`src/rtl/deglitch_pkg.sv`:
```
package deglitch_pkg;

  // Control-to-datapath strobes
  typedef struct packed {
    logic sampleStrobe;  // sampling tick qualified by stop mode
    logic bypassAll;     // force every channel to pass-through
  } deglitch_strobe_t;

endpackage

```
`src/rtl/deglitch_ctrl.sv`:
```
module deglitch_ctrl
  import deglitch_pkg::*;
#(
  parameter int NUM_PINS = 5,
  parameter int ADDR_W   = 8,
  parameter int DATA_W   = 8,
  parameter logic [ADDR_W-1:0] CFG_ADDR = 8'hD7
) (
  input  logic                clk,
  input  logic                rstN,
  input  logic [ADDR_W-1:0]   busAddr,
  input  logic                busWrEn,
  input  logic [DATA_W-1:0]   busWrData,
  output logic [DATA_W-1:0]   busRdData,
  input  logic                stopMode,
  input  logic                sampleTick,
  output logic [NUM_PINS-1:0] cfgEnable,
  output deglitch_strobe_t    strobes
);

  localparam int PAD_W = DATA_W - NUM_PINS;

  logic addrHit;
  logic [NUM_PINS-1:0] cfgReg;

  assign addrHit = (busAddr == CFG_ADDR);

  always_ff @(posedge clk or negedge rstN) begin
    if (!rstN) begin
      cfgReg <= '0;
    end else if (busWrEn && addrHit) begin
      cfgReg <= busWrData[NUM_PINS-1:0];
    end
  end

  generate
    if (PAD_W > 0) begin : g_pad
      assign busRdData = addrHit ? {{PAD_W{1'b0}}, cfgReg} : '0;
    end else begin : g_nopad
      assign busRdData = addrHit ? cfgReg[DATA_W-1:0] : '0;
    end
  endgenerate

  assign cfgEnable             = cfgReg;
  assign strobes.bypassAll     = stopMode;
  assign strobes.sampleStrobe  = sampleTick & ~stopMode;

endmodule

```
`src/rtl/deglitch_channel.sv`:
```
module deglitch_channel #(
  parameter int SYNC_STAGES  = 2,
  parameter int STABLE_COUNT = 3
) (
  input  logic clk,
  input  logic rstN,
  input  logic rawIn,
  input  logic filterOn,
  input  logic sampleStrobe,
  output logic syncOut,
  output logic filtOut
);

  localparam int CNT_W = (STABLE_COUNT > 2) ? $clog2(STABLE_COUNT) : 1;
  localparam logic [CNT_W-1:0] CNT_LAST = CNT_W'(STABLE_COUNT - 1);

  logic [SYNC_STAGES-1:0] syncChain;
  logic [CNT_W-1:0]       diffCount;

  always_ff @(posedge clk or negedge rstN) begin
    if (!rstN) begin
      syncChain <= '0;
    end else begin
      syncChain <= {syncChain[SYNC_STAGES-2:0], rawIn};
    end
  end

  assign syncOut = syncChain[SYNC_STAGES-1];

  always_ff @(posedge clk or negedge rstN) begin
    if (!rstN) begin
      filtOut   <= 1'b0;
      diffCount <= '0;
    end else if (!filterOn) begin
      filtOut   <= syncOut;
      diffCount <= '0;
    end else if (syncOut == filtOut) begin
      diffCount <= '0;
    end else if (sampleStrobe) begin
      if (diffCount == CNT_LAST) begin
        filtOut   <= syncOut;
        diffCount <= '0;
      end else begin
        diffCount <= diffCount + 1'b1;
      end
    end
  end

endmodule

```
`src/rtl/deglitch_datapath.sv`:
```
module deglitch_datapath
  import deglitch_pkg::*;
#(
  parameter int NUM_PINS     = 5,
  parameter int SYNC_STAGES  = 2,
  parameter int STABLE_COUNT = 3
) (
  input  logic                clk,
  input  logic                rstN,
  input  logic [NUM_PINS-1:0] pinIn,
  input  logic [NUM_PINS-1:0] cfgEnable,
  input  deglitch_strobe_t    strobes,
  output logic [NUM_PINS-1:0] syncPins,
  output logic [NUM_PINS-1:0] pinOut
);

  logic [NUM_PINS-1:0] filterOn;

  assign filterOn = cfgEnable & {NUM_PINS{~strobes.bypassAll}};

  for (genvar i = 0; i < NUM_PINS; i++) begin : g_chan
    deglitch_channel #(
      .SYNC_STAGES (SYNC_STAGES),
      .STABLE_COUNT(STABLE_COUNT)
    ) u_chan (
      .clk         (clk),
      .rstN        (rstN),
      .rawIn       (pinIn[i]),
      .filterOn    (filterOn[i]),
      .sampleStrobe(strobes.sampleStrobe),
      .syncOut     (syncPins[i]),
      .filtOut     (pinOut[i])
    );
  end

endmodule

```
`src/rtl/port_deglitch.sv`:
```
module port_deglitch
  import deglitch_pkg::*;
#(
  parameter int NUM_PINS     = 5,
  parameter int ADDR_W       = 8,
  parameter int DATA_W       = 8,
  parameter int SYNC_STAGES  = 2,
  parameter int STABLE_COUNT = 3,
  parameter logic [ADDR_W-1:0] CFG_ADDR = 8'hD7
) (
  input  logic                clk,
  input  logic                rstN,
  input  logic [ADDR_W-1:0]   busAddr,
  input  logic                busWrEn,
  input  logic [DATA_W-1:0]   busWrData,
  output logic [DATA_W-1:0]   busRdData,
  input  logic                stopMode,
  input  logic                sampleTick,
  input  logic [NUM_PINS-1:0] pinIn,
  output logic [NUM_PINS-1:0] pinOut
);

  logic [NUM_PINS-1:0] cfgEnable;
  logic [NUM_PINS-1:0] syncPins;
  deglitch_strobe_t    strobes;

  deglitch_ctrl #(
    .NUM_PINS(NUM_PINS),
    .ADDR_W  (ADDR_W),
    .DATA_W  (DATA_W),
    .CFG_ADDR(CFG_ADDR)
  ) u_ctrl (
    .clk       (clk),
    .rstN      (rstN),
    .busAddr   (busAddr),
    .busWrEn   (busWrEn),
    .busWrData (busWrData),
    .busRdData (busRdData),
    .stopMode  (stopMode),
    .sampleTick(sampleTick),
    .cfgEnable (cfgEnable),
    .strobes   (strobes)
  );

  deglitch_datapath #(
    .NUM_PINS    (NUM_PINS),
    .SYNC_STAGES (SYNC_STAGES),
    .STABLE_COUNT(STABLE_COUNT)
  ) u_dp (
    .clk      (clk),
    .rstN     (rstN),
    .pinIn    (pinIn),
    .cfgEnable(cfgEnable),
    .strobes  (strobes),
    .syncPins (syncPins),
    .pinOut   (pinOut)
  );

endmodule

```
`config.mk`:
```
export PLATFORM = sky130hd
export DESIGN_NAME = port_deglitch
export DESIGN_NICKNAME = d
export VERILOG_FILES = /design/src/rtl/deglitch_pkg.sv /design/src/rtl/deglitch_ctrl.sv /design/src/rtl/deglitch_channel.sv /design/src/rtl/deglitch_datapath.sv /design/src/rtl/port_deglitch.sv
export SDC_FILE = /design/constraint.sdc
export NUM_CORES = 1
export LEC_CHECK = 0
export ABC_AREA = 1
export CORE_MARGIN = 2
export CORE_UTILIZATION = 25
export DETAILED_ROUTE_END_ITERATION = 10
export PLACE_DENSITY = 0.53
export SYNTH_ARGS = -nofsm -noshare
export SYNTH_HDL_FRONTEND = slang
export SYNTH_SLANG_ARGS = --single-unit
```
`constraint.sdc`:
```
create_clock -name clk -period 2.6 [get_ports clk]
set_input_delay 0.26 -clock clk [delete_from_list [all_inputs] [get_ports clk]]
set_output_delay 0.26 -clock clk [all_outputs]
set_load 0.02 [all_outputs]
```
==> results of run 1 <==
[layout make-up]
type,instances,area (um^2)
clock buffer,7,76.3
clock inverter,1,30.0
fill,562,3640
inverter,28,105
multi-input combinational,100,490
sequential,30,751
tap,72,90.1
timing repair buffer,33,328
[critical path, delay by kind of cell]
family / cells / cell delay [ps]
AND/OR/NAND/NOR: 4 / 590
buffers and inverters: 2 / 1070
[where the power goes]
| group | internal [mW] | switching (mW) |
|---|---|---|
| Sequential | 0.483 | 0.00965 |
| Combinational | 0.0499 | 0.0533 |
| Clock | 0.286 | 0.159 |
| Total | 0.819 | 0.222 |
[worst min-delay path by stage]
stage,startpoint,to,slack [ps],cells after the start
floorplan,rstN,u_ctrl.cfgEnable[0],-40,0
global placement,u_dp.g_chan[2].u_chan.syncChain[0],u_dp.g_chan[2].u_chan.syncChain[1],330,0
detailed placement,u_dp.g_chan[3].u_chan.syncChain[0],u_dp.g_chan[3].u_chan.syncChain[1],340,0
CTS,u_dp.g_chan[3].u_chan.syncChain[0],u_dp.g_chan[3].u_chan.syncChain[1],350,0
global route,u_dp.g_chan[0].u_chan.syncChain[0],u_dp.g_chan[0].u_chan.syncChain[1],360,0
finish,u_dp.g_chan[3].u_chan.syncChain[0],u_dp.g_chan[3].u_chan.syncChain[1],350,0
[state kept, by name, summed over array words and instances (netlist names)]
signal,cells
u_dp.g_chan.u_chan.diffCount,10
u_dp.g_chan.u_chan.syncChain,10
u_ctrl.cfgEnable,5
u_dp.g_chan.u_chan.filtOut,5
[kinds of logic after synthesis]
kind of cell,after synthesis
compound gates,13
xor+xnor,4
buf+inv,38
flops,30
other cells,1
simple gates,80
[stage by stage]
stage / hold WS [ps] / std cells / instance area, um^2 / power, mW / utilization
after global routing: 358 / 271 / 1870 / 1.09 / 0.340
after floorplan: -35.6 / 168 / 1430 / 0.558 / -
final: 349 / 271 / 1870 / 1.04 / 0.340
after detailed placement: 338 / 263 / 1760 / 0.607 / 0.320
after CTS: 351 / 271 / 1870 / 1.06 / 0.340
after global placement: 334 / 263 / 1760 / 0.606 / 0.320
[cells in the final DEF (no fill, tap or decap)]
cell type / netlist / final
nand4_1: 11 / 11
inv_2: 2 / 2
clkbuf_1: 0 / 2
nor3_4: 1 / 1
clkbuf_8: 0 / 5
nand2_1: 37 / 37
inv_1: 26 / 26
conb_1: 1 / 3
dfrtp_1: 30 / 30
nand3_1: 11 / 11
o21ai_1: 7 / 7
bufinv_16: 0 / 1
a21oi_1: 6 / 6
clkdlybuf4s50_1: 0 / 32
nor2_2: 1 / 1
xor2_1: 4 / 4
nor3_1: 1 / 1
nand3_2: 1 / 1
nor2_1: 15 / 15
nor2_4: 2 / 2
buf_4: 8 / 1
[metal layers]
metal	global-route usage	wire length, um	vias to the layer above
met2	0.150	1140	26
met3	0.0271	110	6
met4	0.0414	42	0
met5	0	0	-
li1	-	-	571
met1	0.114	1210	502
==> impl_metrics.py, run 1 <==
metrics = {
    "synth": {
        "synth_top_area_cell": "dfrtp_1",
        "synth.cell_area_um2": 1430,
        "syn_inst": 166,
        "ys_seq_area_frac": 0.527,
        "syn_area_per_cell_um2": 8.59,
        "synth.most_common_cell": "nand2_1",
        "synth_cell_types": 19,
        "synth_top_family_by_area": "simple AND/OR/NAND/NOR gates",
        "synth_compound_area_frac": 0.0457,
        "muxShareOfSynthArea": 0,
        "yosys.area.top_type_share": 0.527,
        "synth_simple_gate_area_frac": 0.266,
        "ys_seq_elements": 30,
        "ys_warn_count": 0,
        "synth_fa_ha_area_frac": 0,
        "synth_xor_area_frac": 0.0246,
        "synth_area_leaders": "dfrtp_1 53%, nand2_1 9.7%, inv_1 6.8%",
        "async_flop_share": 1.00,
        "synth_common_cells": "37 x nand2_1, 30 x dfrtp_1, 26 x inv_1",
        "synth-main-ff-cell": "dfrtp_1",
        "synth_edf_count": 0,
    },
    "place": {
        "routabilityCongestion": 0.723,
        "place_ws_ps": 403,
        "place_hpwl_mm": 1.90,
        "port_buffers": 32,
    },
    "clock_network": {
        "cts_resized": 0,
        "cts_root_buffer": "clkbuf_8",
        "cts.reportedPaths.clkPinSlew_ps": 60,
        "cts.sinks": 30,
        "htreeDepth": 2,
        "numCtsBuffers": 5,
        "post_cts_buffers": 0,
        "clock_path_buffers": 2,
        "cts_tree": "built",
        "insertion_delay_ps": 270,
        "cts_hold_buf": 0,
    },
    "drt": {
        "wirelength_mm": 2.50,
        "drt_iter0_drc": 42,
        "first_pass_iters": 5,
        "remaining_drc_errors": 0,
        "ant_nets": 0,
        "via_per_inst": 4.08,
        "vias": 1105,
        "wl_per_cell_um": 9.24,
    },
    "sta": {
        "hold_viol": 0,
        "rsz0062_at_grt": "no",
        "setup_viol": 0,
        "fin_ws_ps": 419,
        "skew_ps": 4.33,
        "setup-tns-final_ps": 0,
        "slew_viol_final": 0,
        "layout_min_cycle_time_ps": 2180,
        "worstMarginPinSlew_ps": 622,
        "maxSlewHeadroom": 0.584,
        "finalCritPeriodShare": 0.839,
        "fmax_mhz": 458,
    },
    "critical_path": {
        "cp_slowest_stage_delay_ps": 620,
        "critical-path-slowest-cell": "clkdlybuf4s50_1",
        "crit_path_max_fanout": 7,
        "reg2reg_slack_ps": 1600,
        "arrival_ps": 1920,
        "start_kind": "input pin",
        "crit_end": "busRdData[3]",
        "r2r_cells": 5,
        "path_class": "input pin to primary output",
        "crit_path_cell_trace": "clkdlybuf4s50_1 > nand2_1 > nor2_4 > nand2_1 > nor2_1 > clkdlybuf4s50_1",
        "crit_path_start": "busAddr[4]",
        "crit_path_end_kind": "primary output",
        "rr_startpoint": "u_ctrl.cfgEnable[1]",
        "critPathRequiredTime_ps": 2340,
        "rr_endpoint": "u_dp.g_chan[1].u_chan.filtOut",
    },
    "global_route": {
        "grt_pass1_vias": 1057,
        "antenna_found_initial": 0,
        "grt_pass1_wl_mm": 4.57,
        "grt_usage": 0.0927,
        "overflow": 0,
        "grt_max_degree": 31,
    },
    "floorplanning": {
        "fp-row-count": 27,
        "die_h_um": 79.5,
        "die_w_um": 79.5,
        "initial_utilization": 0.259,
        "fp.coreArea_um2": 5510,
        "io_pins": 39,
        "dieArea_um2": 6320,
    },
    "final_layout": {
        "syn2layout_area_growth_pct": 31.3,
        "diodes": 0,
        "nets": 224,
        "drive_above_1_share": 0.0704,
    },
    "status": {
        "outcome": "complete, no violations",
    },
    "min_path": {
        "hold_path_class": "register to register",
    },
    "power_and_ir_drop": {
        "p_per_area_nw_per_um2": 557,
        "p_leak_nw": 0.829,
        "ir_drop_v": 0.000302,
    },
    "job": {
        "max_cap_violations": 0,
    },
}
Note: power is estimated with default switching activity, not from simulation.
==> run 2, diff against run 1 <==
Clock period 2.6 ns to 2.3 ns, I/O delays scaled along.
==> run 2 against run 1 <==
Compared with the run above:
- combinational power up 16%
- sequential cell count unchanged
- critical path depth did not move
- first-iteration DRC count down 55%
- via count increased by 1.0%
- final area stayed put
- hold slack got worse by 2.6 ps
- non-clock buffer count up 2
- critical path type unchanged
- highest routed layer unchanged
==> impl_metrics.py, run 2 (same netlist as run 1, synthesis figures left out) <==
metrics = {
    "final_layout": {
        "utilization": 0.340,
        "drive_above_1_share": 0.0846,
        "reg_top3": "u_dp.g_chan.u_chan.diffCount x10, u_dp.g_chan.u_chan.syncChain x10",
        "fillCellCount": 570,
        "diodes": 0,
        "mostFrequentLayoutCells": "37 x nand2_1, 32 x clkdlybuf4s50_1, 30 x dfrtp_1",
        "multi_input_area_um2": 490,
        "regArea_um2": 751,
        "nets": 226,
        "final_common_cell": "nand2_1",
        "syn2layout_area_growth_pct": 31.3,
    },
    "sta": {
        "skew_ps": 5.45,
        "worstMarginPinSlew_ps": 646,
        "layout_min_cycle_time_ps": 1990,
        "finalCritPeriodShare": 0.867,
        "maxSlewHeadroom": 0.568,
        "rsz0062_at_grt": "no",
        "setup-tns-final_ps": 0,
        "fmax_mhz": 502,
        "setup_viol": 0,
        "slew_viol_final": 0,
        "hold_viol": 0,
    },
    "drt": {
        "vias": 1116,
        "ant_nets": 0,
        "wl_per_cell_um": 9.63,
        "remaining_drc_errors": 0,
        "drt_iter0_drc": 19,
        "via_per_inst": 4.09,
        "first_pass_iters": 4,
        "wirelength_mm": 2.63,
    },
    "critical_path": {
        "arrival_ps": 1760,
        "start_kind": "input pin",
        "path_class": "input pin to primary output",
        "crit_path_end_kind": "primary output",
        "critPathRequiredTime_ps": 2070,
        "rr_startpoint": "u_ctrl.cfgEnable[1]",
        "r2r_cells": 5,
        "crit_end": "busRdData[0]",
        "rr_endpoint": "u_dp.g_chan[1].u_chan.filtOut",
        "crit_path_max_fanout": 5,
        "reg2reg_slack_ps": 1300,
        "crit_path_start": "busAddr[4]",
    },
    "global_route": {
        "grt_pass1_wl_mm": 4.53,
        "grt_pass1_vias": 1046,
        "grt_max_degree": 31,
        "overflow": 0,
        "antenna_found_initial": 0,
        "grt_usage": 0.0943,
    },
    "floorplanning": {
        "fp-row-count": 27,
        "die_h_um": 79.5,
        "initial_utilization": 0.259,
        "die_w_um": 79.5,
        "dieArea_um2": 6320,
        "fp.coreArea_um2": 5510,
        "io_pins": 39,
    },
    "power_and_ir_drop": {
        "pwr-share-clk": 0.390,
        "pwr-share-comb": 0.108,
        "p_leak_nw": 0.836,
        "power_frac_seq": 0.503,
        "total_power_mw": 1.11,
        "p_sw_uw": 263,
        "ir_drop_v": 0.000362,
        "swShare": 0.238,
        "intPower_uw": 845,
        "p_per_area_nw_per_um2": 592,
    },
    "clock_network": {
        "insertion_delay_ps": 280,
        "cts_hold_buf": 0,
        "numCtsBuffers": 5,
        "post_cts_buffers": 0,
        "cts_root_buffer": "clkbuf_8",
        "cts.reportedPaths.clkPinSlew_ps": 60,
        "clock_path_buffers": 2,
        "htreeDepth": 2,
        "cts_resized": 0,
        "cts.sinks": 30,
        "cts_tree": "built",
    },
    "place": {
        "routabilityCongestion": 0.732,
        "port_buffers": 32,
        "place_hpwl_mm": 1.93,
    },
    "job": {
        "max_cap_violations": 0,
    },
    "status": {
        "outcome": "complete, no violations",
    },
    "min_path": {
        "hold_path_class": "input pin to async pin",
    },
}
run 2: power groups by stage:
| stage | sequential (mW) | combinational [mW] | clock [mW] |
|---|---|---|---|
| floorplan | 0.565 | 0.0659 | 0 |
| global placement | 0.566 | 0.120 | 0 |
| detailed placement | 0.567 | 0.121 | 0 |
| CTS | 0.557 | 0.122 | 0.451 |
| global route | 0.559 | 0.135 | 0.470 |
| finish | 0.557 | 0.119 | 0.432 |
run 2: worst min-delay path by stage:
stage | startpoint | to | slack, ps | depth (start not counted)
final | rstN | u_dp.g_chan[1].u_chan.syncChain[1] | 350 | 2
after CTS | u_dp.g_chan[4].u_chan.syncChain[0] | u_dp.g_chan[4].u_chan.syncChain[1] | 350 | 0
after detailed placement | u_dp.g_chan[4].u_chan.syncChain[0] | u_dp.g_chan[4].u_chan.syncChain[1] | 340 | 0
after global routing | u_dp.g_chan[4].u_chan.syncChain[0] | u_dp.g_chan[4].u_chan.syncChain[1] | 360 | 0
after global placement | u_dp.g_chan[2].u_chan.syncChain[0] | u_dp.g_chan[2].u_chan.syncChain[1] | 330 | 0
after floorplan | rstN | u_ctrl.cfgEnable[0] | -70 | 0
run 2: layer usage:
metal / GRT usage / vias up / part of all wire / wire length, um
met5: 0 / - / 0 / 0
met3: 0.0328 / 9 / 0.044 / 115
met4: 0.0569 / 0 / 0.031 / 82
li1: - / 578 / - / -
met2: 0.139 / 21 / 0.44 / 1150
met1: 0.118 / 508 / 0.49 / 1280
run 2: final cells by class:
cell class / instances / share of cell area
sequential: 30 / 0.401
tap: 72 / 0.0482
inverter: 28 / 0.0562
timing repair buffer: 35 / 0.183
clock inverter: 1 / 0.00268
multi-input combinational: 100 / 0.262
clock buffer: 7 / 0.0462
run 2: critical path: stages:
cell and delay [ps]:
clkdlybuf4s50_1 450, nand2_1 80, nor2_4 120, nand2_1 140
nor2_1 130, clkdlybuf4s50_1 610
run 2: per-stage QoR:
step | std cells | hold slack (ps) | setup slack (ps) | instance area [um^2]
floorplan | 168 | -65.6 | 1160 | 1430
global placement | 265 | 334 | 256 | 1780
detailed placement | 265 | 336 | 282 | 1780
CTS | 273 | 351 | 273 | 1870
global route | 273 | 357 | 171 | 1870
finish | 273 | 346 | 306 | 1870
==> run 3, diff against run 2 <==
Settings changed: CAP_MARGIN from default to 0, CORE_MARGIN 2 to default.
==> run 3 against run 2 <==
Compared with the run above:
- critical path depth unchanged
- core utilization increased by 0.34 points
- sequential power about the same
- non-clock buffer count is the same
- clock skew increased by 5.3 ps
- sequential cell count stayed put
- sequential share of layout area decreased by 0.40 points
- clock power grew 21%
- critical endpoint is now busRdData[3]
- setup slack hardly changed
- hold slack worse by 10 ps
==> impl_metrics.py, run 3 (same netlist as run 1, synthesis figures left out) <==
metrics = {
    "status": {
        "outcome": "complete, no violations",
    },
    "clock_network": {
        "post_cts_buffers": 0,
        "htreeDepth": 2,
        "cts_tree": "built",
        "cts_resized": 0,
        "cts_root_buffer": "clkbuf_8",
        "clock_path_buffers": 2,
        "cts.reportedPaths.clkPinSlew_ps": 70,
        "cts.sinks": 30,
        "insertion_delay_ps": 280,
        "cts_hold_buf": 0,
        "numCtsBuffers": 5,
    },
    "sta": {
        "setup-tns-final_ps": 0,
        "finalCritPeriodShare": 0.867,
        "skew_ps": 10.8,
        "worstMarginPinSlew_ps": 634,
        "setup_viol": 0,
        "fmax_mhz": 501,
        "layout_min_cycle_time_ps": 1990,
        "hold_viol": 0,
        "slew_viol_final": 0,
        "maxSlewHeadroom": 0.576,
        "rsz0062_at_grt": "no",
    },
    "final_layout": {
        "drive_above_1_share": 0.0846,
        "reg_top3": "u_dp.g_chan.u_chan.diffCount x10, u_dp.g_chan.u_chan.syncChain x10",
        "diodes": 0,
        "fillCellCount": 566,
        "syn2layout_area_growth_pct": 32.6,
        "final_common_cell": "nand2_1",
        "mostFrequentLayoutCells": "37 x nand2_1, 32 x clkdlybuf4s50_1, 30 x dfrtp_1",
        "nets": 226,
    },
    "power_and_ir_drop": {
        "total_power_mw": 1.20,
        "ir_drop_v": 0.000338,
        "p_leak_nw": 0.839,
        "p_per_area_nw_per_um2": 633,
    },
    "floorplanning": {
        "die_h_um": 77.5,
        "initial_utilization": 0.259,
        "io_pins": 39,
        "dieArea_um2": 6010,
        "fp-row-count": 27,
        "fp.coreArea_um2": 5510,
        "die_w_um": 77.5,
    },
    "critical_path": {
        "crit_buf_inv": 2,
        "arrival_ps": 1760,
        "crit_family": "buffers and inverters",
        "path_class": "input pin to primary output",
        "critical-path-slowest-cell": "clkdlybuf4s50_1",
        "start_kind": "input pin",
        "crit_path_cell_trace": "clkdlybuf4s50_1 > nand2_1 > nor2_4 > nand2_1 > nor2_1 > clkdlybuf4s50_1",
        "crit_path_end_kind": "primary output",
        "crit_path_max_fanout": 5,
        "critPathRequiredTime_ps": 2070,
        "cp_slowest_stage_delay_ps": 610,
    },
    "global_route": {
        "grt_pass1_vias": 1089,
        "antenna_found_initial": 0,
        "grt_max_degree": 31,
        "grt_pass1_wl_mm": 4.70,
        "grt_usage": 0.100,
        "overflow": 0,
    },
    "drt": {
        "first_pass_iters": 4,
        "drt_iter0_drc": 42,
        "wl_per_cell_um": 9.78,
        "remaining_drc_errors": 0,
        "ant_nets": 0,
        "via_per_inst": 4.03,
        "wirelength_mm": 2.67,
        "vias": 1101,
    },
    "place": {
        "port_buffers": 32,
        "routabilityCongestion": 0.689,
        "place_hpwl_mm": 1.99,
    },
    "job": {
        "max_cap_violations": 0,
    },
    "min_path": {
        "hold_path_class": "input pin to async pin",
    },
}
## run 3: cell types whose count changed in the layout (fill, tap and decap cells not counted), sizes merged
cell      delta
bufinv       +1
clkbuf       -1
clkinv       -1
clkinvlp     +1
## run 3: metal layers
metal | vias up | share of wire | wire [um] | global-route usage
met1 | 501 | 0.47 | 1250 | 0.119
met2 | 22 | 0.48 | 1270 | 0.165
met5 | - | 0 | 0 | 0
li1 | 574 | - | - | -
met3 | 4 | 0.045 | 121 | 0.0341
met4 | 0 | 0.0097 | 26 | 0.0396
## run 3: final timing paths
kind	to	slack, ps	startpoint	cells after the start
min in group clk	u_dp.g_chan[2].u_chan.syncChain[1]	350	u_dp.g_chan[2].u_chan.syncChain[0]	0
worst max-delay path	busRdData[3]	310	busAddr[6]	6
worst min-delay path	u_dp.g_chan[1].u_chan.syncChain[1]	340	rstN	2
max in group asynchronous	u_dp.g_chan[3].u_chan.syncChain[0]	1680	rstN	2
worst max register to register	u_dp.g_chan[1].u_chan.filtOut	1310	u_ctrl.cfgEnable[1]	5
worst min register to register	u_dp.g_chan[2].u_chan.syncChain[1]	350	u_dp.g_chan[2].u_chan.syncChain[0]	0
## run 3: worst register-to-register path: stages, from the launching register on
cell	delay [ps]
dfrtp_1	350
inv_1	90
nor2_1	180
nand2_1	100
o21ai_1	120
inv_1	50
## run 3: final cells by class
class	count	area, um^2	area share
clock buffers	6	72.6	0.0384
clock inverters	2	37.5	0.0199
inverters	28	105	0.0556
multi-input cells	100	490	0.260
flip-flops and latches	30	751	0.397
well taps	72	90.1	0.0477
repair buffers	35	343	0.181
## run 3: power by group
group / total [mW] / internal (mW) / switching [mW]
sequential: 0.557 / 0.546 / 0.0112
clock: 0.521 / 0.323 / 0.198
combinational: 0.119 / 0.0575 / 0.0611
total: 1.20 / 0.926 / 0.270
## run 3: per-stage QoR
stage | instances | hold WS [ps] | setup WS [ps] | area, um^2 | util
floorplan | 168 | -65.6 | 1160 | 1430 | -
global placement | 265 | 334 | 249 | 1780 | 0.323
detailed placement | 265 | 338 | 261 | 1780 | 0.323
CTS | 273 | 354 | 260 | 1890 | 0.343
global route | 273 | 362 | 202 | 1890 | 0.343
finish | 273 | 336 | 306 | 1890 | 0.343
